`config.mk`:
```
export PLATFORM = sky130hd
export DESIGN_NAME = tune_sweep_engine
export DESIGN_NICKNAME = d
export VERILOG_FILES = /design/src/rtl/tse_pkg.sv /design/src/rtl/tse_upd_timer.sv /design/src/rtl/tse_window.sv /design/src/rtl/tune_sweep_engine.sv
export SDC_FILE = /design/constraint.sdc
export NUM_CORES = 1
export LEC_CHECK = 0
export BUFFER_PORTS_ARGS = -buffer_cell sky130_fd_sc_hd__buf_4
export CAP_MARGIN = 0
export CORE_UTILIZATION = 40
export DETAILED_ROUTE_END_ITERATION = 12
export GPL_ROUTABILITY_DRIVEN = 0
export PLACE_DENSITY = 0.55
export SLEW_MARGIN = 15
export SYNTH_ARGS = -nofsm -noshare
export SYNTH_HDL_FRONTEND = slang
export SYNTH_SLANG_ARGS = --single-unit
export TNS_END_PERCENT = 10
```
`constraint.sdc`:
```
create_clock -name clk -period 6.1 [get_ports clk]
set_clock_uncertainty 0.05 [all_clocks]
set_input_delay 0.61 -clock clk [delete_from_list [all_inputs] [get_ports clk]]
set_output_delay 0.61 -clock clk [all_outputs]
set_load 0.1 [all_outputs]
```
`src/rtl/tse_pkg.sv`:
```
package tse_pkg;
    typedef enum logic [2:0] {
        ST_IDLE,
        ST_UPD,
        ST_GAP,
        ST_TEST,
        ST_EVAL,
        ST_PICK,
        ST_DONE
    } sweep_state_e;

    localparam logic [2:0] MODE_TUNE_A = 3'd3;
    localparam logic [2:0] MODE_TUNE_B = 3'd5;
endpackage

```
`src/rtl/tse_upd_timer.sv`:
```
module tse_upd_timer #(
    parameter int LIMIT = 16
) (
    input  logic clk,
    input  logic rst_n,
    input  logic run_i,
    output logic expired_o
);
    localparam int CW = (LIMIT > 1) ? $clog2(LIMIT) : 1;

    logic [CW-1:0] cnt_q;

    always_ff @(posedge clk or negedge rst_n) begin
        if (!rst_n)
            cnt_q <= '0;
        else if (!run_i)
            cnt_q <= '0;
        else if (!expired_o)
            cnt_q <= cnt_q + 1'b1;
    end

    assign expired_o = run_i && (cnt_q == CW'(LIMIT - 1));


    expire_after_run_chk: assert property (@(posedge clk) disable iff (!rst_n)
        expired_o |-> $past(run_i));
endmodule

```
`src/rtl/tse_window.sv`:
```
module tse_window #(
    parameter int TAP_W = 6,
    parameter int LEN_W = 7
) (
    input  logic             clk,
    input  logic             rst_n,
    input  logic             clr_i,
    input  logic             step_i,
    input  logic             pass_i,
    input  logic [TAP_W-1:0] idx_i,
    output logic [LEN_W-1:0] best_len_o,
    output logic [TAP_W-1:0] pick_o
);
    logic [LEN_W-1:0] run_q;
    logic [LEN_W-1:0] best_q;
    logic [TAP_W-1:0] end_q;
    logic [LEN_W-1:0] run_inc;
    logic [LEN_W-1:0] centre;

    assign run_inc = run_q + 1'b1;

    always_ff @(posedge clk or negedge rst_n) begin
        if (!rst_n) begin
            run_q  <= '0;
            best_q <= '0;
            end_q  <= '0;
        end else if (clr_i) begin
            run_q  <= '0;
            best_q <= '0;
            end_q  <= '0;
        end else if (step_i) begin
            if (pass_i) begin
                run_q <= run_inc;
                if (run_inc > best_q) begin
                    best_q <= run_inc;
                    end_q  <= idx_i;
                end
            end else begin
                run_q <= '0;
            end
        end
    end

    assign centre     = LEN_W'(end_q) - (best_q >> 1);
    assign pick_o     = centre[TAP_W-1:0];
    assign best_len_o = best_q;


    run_bound_chk: assert property (@(posedge clk) disable iff (!rst_n)
        run_q <= best_q);

    best_mono_chk: assert property (@(posedge clk) disable iff (!rst_n)
        !clr_i |=> best_q >= $past(best_q));
endmodule

```
`src/rtl/tune_sweep_engine.sv`:
```
module tune_sweep_engine #(
    parameter int TAP_W       = 6,
    parameter int TAP_COUNT   = 40,
    parameter int UPD_TIMEOUT = 16
) (
    input  logic             clk,
    input  logic             rst_n,
    input  logic             start_i,
    input  logic [2:0]       mode_i,
    output logic             upd_req_o,
    input  logic             upd_ack_i,
    output logic [TAP_W-1:0] tap_o,
    output logic             test_req_o,
    input  logic             test_done_i,
    input  logic             test_pass_i,
    output logic             done_o,
    output logic             err_o
);
    import tse_pkg::*;

    localparam int LEN_W = TAP_W + 1;
    localparam logic [TAP_W-1:0] LAST_TAP = TAP_W'(TAP_COUNT - 1);

    sweep_state_e state_q, state_d;

    logic [TAP_W-1:0] tap_q;
    logic [TAP_W-1:0] idx_q;
    logic             second_q;
    logic             final_q;
    logic             pass_q;
    logic             err_q;

    logic             sweep_mode;
    logic             expired;
    logic             accept;
    logic [LEN_W-1:0] best_len;
    logic [TAP_W-1:0] pick;

    assign sweep_mode = (mode_i == MODE_TUNE_A) || (mode_i == MODE_TUNE_B);
    assign accept     = (state_q == ST_IDLE) && start_i;

    tse_upd_timer #(.LIMIT(UPD_TIMEOUT)) u_timer (
        .clk       (clk),
        .rst_n     (rst_n),
        .run_i     ((state_q == ST_UPD) && !upd_ack_i),
        .expired_o (expired)
    );

    tse_window #(.TAP_W(TAP_W), .LEN_W(LEN_W)) u_window (
        .clk        (clk),
        .rst_n      (rst_n),
        .clr_i      (accept),
        .step_i     (state_q == ST_EVAL),
        .pass_i     (pass_q),
        .idx_i      (idx_q),
        .best_len_o (best_len),
        .pick_o     (pick)
    );

    always_ff @(posedge clk or negedge rst_n) begin
        if (!rst_n)
            state_q <= ST_IDLE;
        else
            state_q <= state_d;
    end

    always_comb begin
        state_d = state_q;
        unique case (state_q)
            ST_IDLE: if (start_i) state_d = sweep_mode ? ST_UPD : ST_DONE;
            ST_UPD: begin
                if (upd_ack_i) begin
                    if (!second_q)    state_d = ST_GAP;
                    else if (final_q) state_d = ST_DONE;
                    else              state_d = ST_TEST;
                end else if (expired) begin
                    state_d = final_q ? ST_DONE : ST_EVAL;
                end
            end
            ST_GAP:  state_d = ST_UPD;
            ST_TEST: if (test_done_i) state_d = ST_EVAL;
            ST_EVAL: state_d = (idx_q == LAST_TAP) ? ST_PICK : ST_UPD;
            ST_PICK: state_d = (best_len == '0) ? ST_DONE : ST_UPD;
            ST_DONE: state_d = ST_IDLE;
            default: state_d = ST_IDLE;
        endcase
    end

    always_ff @(posedge clk or negedge rst_n) begin
        if (!rst_n) begin
            tap_q    <= '0;
            idx_q    <= '0;
            second_q <= 1'b0;
            final_q  <= 1'b0;
            pass_q   <= 1'b0;
            err_q    <= 1'b0;
        end else begin
            unique case (state_q)
                ST_IDLE: begin
                    if (start_i) begin
                        err_q <= 1'b0;
                        if (sweep_mode) begin
                            tap_q    <= '0;
                            idx_q    <= '0;
                            second_q <= 1'b0;
                            final_q  <= 1'b0;
                        end
                    end
                end
                ST_UPD: begin
                    if (upd_ack_i) begin
                        second_q <= !second_q;
                    end else if (expired) begin
                        second_q <= 1'b0;
                        pass_q   <= 1'b0;
                        if (final_q) err_q <= 1'b1;
                    end
                end
                ST_TEST: if (test_done_i) pass_q <= test_pass_i;
                ST_EVAL: begin
                    if (idx_q != LAST_TAP) begin
                        idx_q <= idx_q + 1'b1;
                        tap_q <= idx_q + 1'b1;
                    end
                end
                ST_PICK: begin
                    if (best_len == '0) begin
                        err_q <= 1'b1;
                    end else begin
                        tap_q   <= pick;
                        final_q <= 1'b1;
                    end
                end
                default: ;
            endcase
        end
    end

    always_comb begin
        upd_req_o  = 1'b0;
        test_req_o = 1'b0;
        done_o     = 1'b0;
        unique case (state_q)
            ST_UPD:  upd_req_o  = 1'b1;
            ST_TEST: test_req_o = 1'b1;
            ST_DONE: done_o     = 1'b1;
            default: ;
        endcase
    end

    assign tap_o = tap_q;
    assign err_o = err_q;


    tap_hold_chk: assert property (@(posedge clk) disable iff (!rst_n)
        upd_req_o && $past(upd_req_o) |-> $stable(tap_o));

    req_excl_chk: assert property (@(posedge clk) disable iff (!rst_n)
        !(upd_req_o && test_req_o));

    test_after_ack_chk: assert property (@(posedge clk) disable iff (!rst_n)
        $rose(test_req_o) |-> $past(upd_ack_i));

    tap_range_chk: assert property (@(posedge clk) disable iff (!rst_n)
        upd_req_o |-> (tap_o <= LAST_TAP));

    done_pulse_chk: assert property (@(posedge clk) disable iff (!rst_n)
        done_o |=> !done_o);

    err_rise_chk: assert property (@(posedge clk) disable iff (!rst_n)
        $rose(err_o) |-> done_o);

    err_clear_chk: assert property (@(posedge clk) disable iff (!rst_n)
        $fell(err_o) |-> $past(start_i));
endmodule

```
# Word-level counts from Yosys, hierarchy flattened
# Index checks and enable logic that the tools add are counted.
# word_totals
ff_bits	43
input_bits	9
out_inout_bits	10
wordCells	112
# classes
add_sub_neg	4
order_cmp	1
eq_ne	22
muxes	49
reduce_logical	25
# op_table
operator	n
two-way mux 7 bit	7
two-way mux 6 bit	8
two-way mux 3 bit	9
!= test 2 bit (second input constant)	10
one-hot mux 3 bit (6 select lines)	1
one-hot mux 6 bit (3 select lines)	1
AND reduction 4 bit	4
two-way mux 1 bit	15
nonzero test 2 bit	7
== test 3 bit (second input constant)	4
one-hot mux 6 bit (2 select lines)	1
== test 3 x 2 -> 1 bit (second input constant)	3
two-way mux 4 bit	2
adder 7 x 1 -> 7 bit (second input constant)	1
> comparator 7 bit	1
logical NOT 7 bit	1
adder 6 x 1 -> 6 bit (second input constant)	1
== test 6 bit (second input constant)	1
!= test 6 bit (second input constant)	1
one-hot mux 1 bit (2 select lines)	3
AND reduction 3 bit	2
AND reduction 6 bit	1
nonzero test 3 bit	2
subtractor 6 bit	1
11 further kinds	14

# Longest topological paths before layout
# Gate-level depths: netlist of run 1.
# logic_depth
depth_word	6
depth_mapped	10
ltp_nobuf	9

# Modules after synthesis
# Synthesis of run 1 repeated with hierarchy kept, for this count alone.
# hier_totals
cells_unflattened	311
area_unflattened_um2	2930.3
# modules_own_cells
mod	instances	cells_each	area_each_um2	seq_area_each_um2
tse_window	1	153	1452.6	500.5
tune_sweep_engine	1	138	1265.0	475.5
tse_upd_timer	1	20	212.7	100.1

# Least setup slack after synthesis of run 1
# No wires, ideal clock.
# synth_timing
path_type	register -> register
startpoint	register state_q[0]
endpoint	register pass_q
arrival_time_ns	3.560
required_ns	5.927
setup_slack_ns	2.367
stages_incl_launch_ff	7
path_buffers	1
period_less_slack_ns	3.733
cell_sequence	dfrtp_1 > buf_2 > nor3b_1 > nand2_1 > nand3_1 > o21ai_0 > a22o_1
# synth_via
elab_chain_cells	5
word_cells_on_any_way	10
cone_classes	eq/ne (5); mux (1); reduce/logical (4)
# synth_lines
element	line_no	text
from (decl)	tune_sweep_engine.sv:24	sweep_state_e state_q, state_d;
from (signal assigned)	tune_sweep_engine.sv:64	state_q <= state_d;
== test 3 x 1 -> 1 bit	tune_sweep_engine.sv:45, tune_sweep_engine.sv:98	
logical AND 1 bit	tune_sweep_engine.sv:45	.run_i ((state_q == ST_UPD) && !upd_ack_i),
logical AND 1 bit	tse_upd_timer.sv:22	assign expired_o = run_i && (cnt_q == CW'(LIMIT - 1));
!= test 2 bit (no source line)	-	
AND reduction 4 bit (no source line)	-	
to (signal assigned)	tune_sweep_engine.sv:119	ST_TEST: if (test_done_i) pass_q <= test_pass_i;
to (decl)	tune_sweep_engine.sv:30	logic pass_q;
# Parallel ways exist; a longest one is shown, timed or not.
# A chain may end at the register's enable or synchronous reset.

# Worst setup path in the final report of run 1
# layout_timing
startpoint	register u_window.run_q[0]
endpoint	register u_window.end_q[0]
# layout_via
elab_chain_cells	4
# layout_lines
element	line_no	text
from (decl)	tse_window.sv:14	logic [LEN_W-1:0] run_q;
from (signal assigned)	tse_window.sv:33	run_q <= run_inc;
adder 7 x 1 -> 7 bit	tse_window.sv:20	assign run_inc = run_q + 1'b1;
> comparator 7 bit	tse_window.sv:34	if (run_inc > best_q) begin
nonzero test 2 bit (no source line)	-	
AND reduction 3 bit (no source line)	-	
to (signal assigned)	tse_window.sv:36	end_q <= idx_i;
to (decl)	tse_window.sv:16	logic [TAP_W-1:0] end_q;
# No other way between the ends.

==> results of run 1 <==
## per-stage QoR
| stage | total power [W] | utilization, % | std cells |
|---|---|---|---|
| after floorplan | 0.000753 | - | 281 |
| after global placement | 0.000855 | 44.9 | 366 |
| after detailed placement | 0.000854 | 44.9 | 366 |
| after CTS | 0.00104 | 46.2 | 374 |
| after global routing | 0.00109 | 46.2 | 374 |
| final | 0.00103 | 46.2 | 374 |
## registers in the layout, summed over array words and instances (netlist names)
signal / count
u_timer.cnt_q: 4
final_q: 1
u_window.end_q: 6
u_window.best_len_o: 7
u_window.run_q: 7
err_o: 1
second_q: 1
tap_o: 6
idx_q: 6
pass_q: 1
state_q: 3
## placed cells by master, fill, tap and decap left out, drive strengths merged, types with 2 or more instances in the layout
cell and count:
dfrtp 43, o31ai 2, clkinv 3, o21bai 2, nor3b 3, a31oi 4
a22oi 4, nand2 23, o21a 4, xor2 6, o2111ai 2, mux2i 10
nor3 6, buf 18, xnor2 8, nand4 2, a22o 3, a31o 2
a21o 2, and3 6, nor2 26, nand3 15, o21ai 14, a21oi 11
mux2 13, nor2b 3, nor4 2, ha 15, clkbuf 5, o22ai 6
inv 21
## worst min path at each step
| stage | slack, ns | to | cells after the start | startpoint |
|---|---|---|---|---|
| 6_report | 0.24 | u_window.run_q[5] | 1 | rst_n |
| 5_1_grt | 0.29 | u_window.run_q[5] | 1 | rst_n |
| 4_1_cts | 0.28 | u_window.run_q[5] | 1 | rst_n |
| 3_5_place_dp | 0.45 | err_o | 1 | err_o |
| 3_3_place_gp | 0.44 | tap_o[0] | 1 | tap_o[0] |
| 2_1_floorplan | 0.26 | err_o | 0 | rst_n |
## final cells by class
type                       count  area share, %
tap                           77           3.23
multi-input combinational    207           50.7
inverter                      21           2.64
timing repair buffer          18           4.53
sequential                    43           36.1
clock buffer                   5           2.31
clock inverter                 3          0.504
## critical path: stages (launching register included)
cell and delay, ns:
dfrtp_1 0.45, ha_1 0.26, nand3_1 0.13, nor2_1 0.15, xor2_1 0.23, ha_1 0.31, a21oi_1 0.14, o21ai_0 0.12
o221ai_2 0.70, mux2_2 0.42
## metal layers
layer  vias to the layer above  routed length, um  GRT usage [%]
met1                      1023               2940           24.8
met5                         -                  0              0
met4                         0                 70           5.70
met2                        46               2680           28.3
li1                       1036                  -              -
met3                         7                223           3.15
## kinds of logic (layout without fill, tap and decap cells)
logic type               count (synthesis)  after routing  share of synthesized area (%)
multiplexers                            23             23                           9.77
flip-flops                              43             43                           39.6
AO/OA/AOI/OAI                           64             64                           16.5
AND/OR/NAND/NOR                         90             90                           17.2
XOR/XNOR                                14             14                           4.52
buffers and inverters                   31             47                           4.66
adder cells (fa/ha/maj)                 16             16                           7.65
## power by group through the flow
stage                     clock, W  sequential (W)  combinational (W)
final                     0.000180        0.000393           0.000455
after global routing      0.000200        0.000401           0.000493
after CTS                 0.000187        0.000392           0.000457
after global placement           0        0.000399           0.000457
after detailed placement         0        0.000399           0.000455
after floorplan                  0        0.000415           0.000339
==> reports/qor.csv, run 1 <==
metric,value,unit
Crit. End Element,flop,
die footprint,0.00712,sq mm
antenna violations before repair,0,
reg2reg end,u_window.end_q[0],
grt total ovfl,0,
Comb power frac,44.2,%
Total Nets Final,321,
NetSw,0.000470,W
vias per cell,5.65,
Post-Syn Area,0.00271,sq mm
Post-synth EDFFs,0,
"Top FF cell, synth",dfrtp_1,
clk slew on worst S/H paths,0.09,ns
DR WL/cell,15.8,um
fin. max-slew vios,0,
hold crit path type,in2async,
HPWL Detailed,4280,um
Die X,84.4,um
clock share of power,17.5,%
type of origin of the critical path,flop,
DRT iter0 DRCs,131,
Worst Path Required,6.23,ns
WHS,0.240,ns
IO buf count,18,
core area,0.00646,sq mm
CTS buffer count,5,
footprint of the multi-input gates,0.00151,sq mm
origin of the critical flop-to-flop path,u_window.run_q[0],
failing checks,DRC,
Static Leak,1.39,nW
Setup WS post-layout,3.02,ns
share of the synthesized area in the top cell type,39.6,%
power per cell area,345,mW/mm^2
clock sink count,43,
launch point of the worst path,u_window.run_q[0],
Area contributors post-synth,"dfrtp_1 (40%), ha_1 (6.9%), mux2i_1 (3.7%), mux2_2 (3.3%), nor2_1 (3.3%)",
first-pass iteration count of the detailed router,8,
diode count,0,
CTS tree,yes,
Residual DRC,4,
Post-CTS Resized,0,
Sw Share,45.8,%
Syn Area/Cell,9.66,sq um
crit path max fanout,13,
status,"complete, but fails checks",
slew at the pin closest to its max-slew limit,0.898,ns
Root Driver,clkbuf_8,
register area,0.00108,sq mm
Initial Utilization,42.0,%
clk buf depth,2,
Synth-to-Final Area Change,9.87,%
asr flop ratio synth,100,%
post-synthesis instance total,281,
CTS H-tree lvls,2,
share of cells above drive strength 1,17.8,%
Reg2Reg Depth,9,
IO Count,19,
Skew-Pair Late Insertion Delay,0.30,ns
worst setup path category,reg2reg,
largest net degree at the start of global routing,44,
share of the yosys chip area belonging to registers,39.6,%
unrepaired setup endpoints after global routing,no,
Rows,29,
Die H,84.4,um
CTS hold repair buffers,0,
FMAX,0.325,GHz
worst relative slew slack,40.1,%
reg2reg setup slack,3.02,ns
Post-DP Area,0.00290,sq mm
Fill cells,627,
most numerous cell in the Yosys netlist,dfrtp_1,
VDD IR-drop max,251,uV
"Min Clock Period, post-route",3.08,ns
Placement Setup Slack,3.05,ns
syn nets,306,
Reg power frac,38.3,%
final hold vios,0,
WL final,5910,um
vias in the first global route,2056,
Tcrit/Tclk final,50.5,%
CP arrival,3.21,ns
commonest cells in the netlist,"dfrtp_1 (43), nor2_1 (24), nand2_1 (22), inv_1 (20)",
max-cap violations,0,
number of synthesized register bits,43,
GRT Total Usage,17.8,%
first-pass GRT wire length,10000,um
via count,2112,
capture point of the worst path,u_window.end_q[0],
Yosys cell types,54,
synth warn,0,
final setup violation count,0,
Final Cell Area,0.00298,sq mm
antenna-violating nets left,0,
Internal,0.000558,W
cell taking the most area after synthesis,dfrtp_1,
Sum Neg Setup Slack,0,ns
setup repair bufs after CTS,0,
Note: power is estimated with default switching activity, not from simulation.
==> run 2: changes to the inputs <==
--- a/config.mk
+++ b/config.mk
@@ -10,7 +10,7 @@
 export CORE_UTILIZATION = 40
 export DETAILED_ROUTE_END_ITERATION = 12
 export GPL_ROUTABILITY_DRIVEN = 0
-export PLACE_DENSITY = 0.55
+export PLACE_DENSITY = 0.57
 export SLEW_MARGIN = 15
 export SYNTH_ARGS = -nofsm -noshare
 export SYNTH_HDL_FRONTEND = slang
==> constraint.sdc (replaced) <==
create_clock -name clk -period 2.6 [get_ports clk]
set_clock_uncertainty 0.05 [all_clocks]
set_input_delay 0.26 -clock clk [delete_from_list [all_inputs] [get_ports clk]]
set_output_delay 0.26 -clock clk [all_outputs]
set_load 0.1 [all_outputs]
==> reports/qor.csv, run 2 (synthesis gave the netlist of run 1 again) <==
metric,value,unit,change
status,"complete, but fails checks",,
failing checks,DRC,,
grt total ovfl,0,,unchanged
slew at the pin closest to its max-slew limit,0.641,ns,-0.258 ns
diode count,0,,unchanged
CP arrival,2.58,ns,-0.63 ns
reg2reg end,u_window.best_len_o[3],,
worst relative slew slack,57.1,%,+17 points
Total Nets Final,338,,+5.3%
Die X,84.4,um,unchanged
vias in the first global route,2062,,+0.29%
origin of the critical flop-to-flop path,u_window.run_q[0],,
DRT iter0 DRCs,98,,-25%
via count,2136,,+1.1%
Reg power frac,32.1,%,-6.2 points
Comb power frac,47.2,%,+3.0 points
Setup WS post-layout,0.142,ns,-2.88 ns
DR WL/cell,15.1,um,-4.2%
antenna-violating nets left,0,,unchanged
Tcrit/Tclk final,94.6,%,+44 points
Worst Min Path Start,test_pass_i,,
Residual DRC,2,,-2
GRT Total Usage,17.7,%,-0.11 points
final hold vios,0,,unchanged
NetSw,0.00111,W,+140%
FMAX,0.407,GHz,+25%
clock sink count,43,,unchanged
Synth-to-Final Area Change,16.7,%,
Final Non-Filler Cells,391,,+4.5%
die footprint,0.00712,sq mm,unchanged
Die H,84.4,um,unchanged
most frequent cells in the layout,"dfrtp_1 (42), buf_4 (32), nor2_1 (23)",,
fin. max-slew vios,0,,unchanged
Skew-Pair Late Insertion Delay,0.29,ns,about the same
antenna violations before repair,0,,unchanged
worst setup path category,reg2reg,,
Crit. End Element,flop,,
Placement Setup Slack,0.0902,ns,-2.96 ns
clock share of power,20.7,%,+3.2 points
Worst Path Required,2.73,ns,-3.50 ns
WHS Endpoint,pass_q,,
"Min Clock Period, post-route",2.46,ns,-0.621 ns
share of cells above drive strength 1,23.2,%,+5.4 points
"most common cell after layout, fill and taps aside",dfrtp_1,,
hold depth,4,,
first-pass GRT wire length,10000,um,about the same
type of origin of the critical path,flop,,
core area,0.00646,sq mm,unchanged
vias per cell,5.46,,-3.3%
CTS tree,yes,,
final core occ,49.0,%,+2.9 points
WHS,0.265,ns,+0.0252 ns
CTS buffer count,5,,unchanged
IO Count,19,,unchanged
CTS H-tree lvls,2,,unchanged
largest net degree at the start of global routing,44,,unchanged
Static Leak,1.49,nW,+7.2%
reg2reg setup slack,0.14,ns,-2.88 ns
VDD IR-drop max,669,uV,+170%
max-cap violations,0,,unchanged
Internal,0.00151,W,+170%
Placed Cells,377,,+3.0%
power per cell area,827,mW/mm^2,+140%
first-pass iteration count of the detailed router,8,,unchanged
Initial Utilization,42.0,%,unchanged
final setup violation count,0,,unchanged
Root Driver,clkbuf_8,,
IO buf count,18,,unchanged
clk slew on worst S/H paths,0.09,ns,about the same
WL final,5920,um,+0.20%
crit path max fanout,5,,-8
Reg2Reg Depth,10,,+1
HPWL Detailed,4380,um,+2.4%
hold crit path type,in2reg,,
clk buf depth,2,,unchanged
Sw Share,42.5,%,-3.3 points
Rows,29,,unchanged
==> run 2: cell types whose count changed in the layout (fill, tap and decap cells not counted), sizes merged <==
cell         before  now
bufinv            0    1
clkinv            3    1
dlygate4sd3       0    1
clkbuf            5    6
buf              18   34
==> run 2: worst max-delay path by stage <==
stage	startpoint	endpoint	slack, ns
5_1_grt	u_window.run_q[1]	u_window.best_len_o[6]	-0.02
3_3_place_gp	u_window.run_q[0]	u_window.best_len_o[1]	0.13
3_5_place_dp	u_window.run_q[0]	u_window.end_q[0]	0.09
6_report	u_window.run_q[0]	u_window.best_len_o[3]	0.14
2_1_floorplan	state_q[0]	done_o	-0.52
4_1_cts	u_window.run_q[0]	u_window.end_q[0]	0.06
==> run 2: layer usage <==
metal  vias up  global-route usage [%]  part of all wire [%]
met2        33                    28.6                    46
met5         -                       0                     0
li1       1071                       -                     -
met1      1030                    24.8                    50
met3         2                    3.44                   3.1
met4         0                    3.70                  0.39
==> run 2: stage by stage <==
stage	instance area [sq um]	total power, W	TNS [ns]
floorplan	2720	0.00177	-0.517
global placement	2990	0.00206	0
finish	3170	0.00262	0
detailed placement	2990	0.00206	0
CTS	3110	0.00262	0
global route	3170	0.00279	-0.0924
==> run 2: critical path, stage by stage (launching register included) <==
cell,delay (ns)
dfrtp_2,0.44
ha_1,0.23
nand3_2,0.10
nor2_2,0.05
xor2_1,0.16
ha_1,0.33
a21oi_1,0.15
o21ai_0,0.12
o221ai_2,0.23
buf_6,0.16
mux2_2,0.33
==> run 2: power groups by stage <==
stage	Clock, W	Sequential [W]	Combinational, W
6_report	0.000541	0.000842	0.00124
5_1_grt	0.000590	0.000854	0.00135
4_1_cts	0.000558	0.000843	0.00122
3_5_place_dp	0	0.000855	0.00121
3_3_place_gp	0	0.000855	0.00121
2_1_floorplan	0	0.000975	0.000797
==> run 2: cell type report <==
| cell class | count | area, sq um |
|---|---|---|
| Fill cell | 626 | 3290 |
| Sequential cell | 43 | 1080 |
| Inverter | 21 | 78.8 |
| Clock inverter | 2 | 35.0 |
| Timing Repair Buffer | 35 | 273 |
| Tap cell | 77 | 96.3 |
| Multi-Input combinational cell | 207 | 1520 |
| Clock buffer | 6 | 82.6 |
==> run 2: repair_timing <==
action | 4_1_cts | 5_1_grt
endpoints found under the setup margin | 0 | 10
setup buffers | 0 | 5
hold endpoints to repair | 43 | 0
resized for setup | 0 | 5
hold buffers | 1 | 0
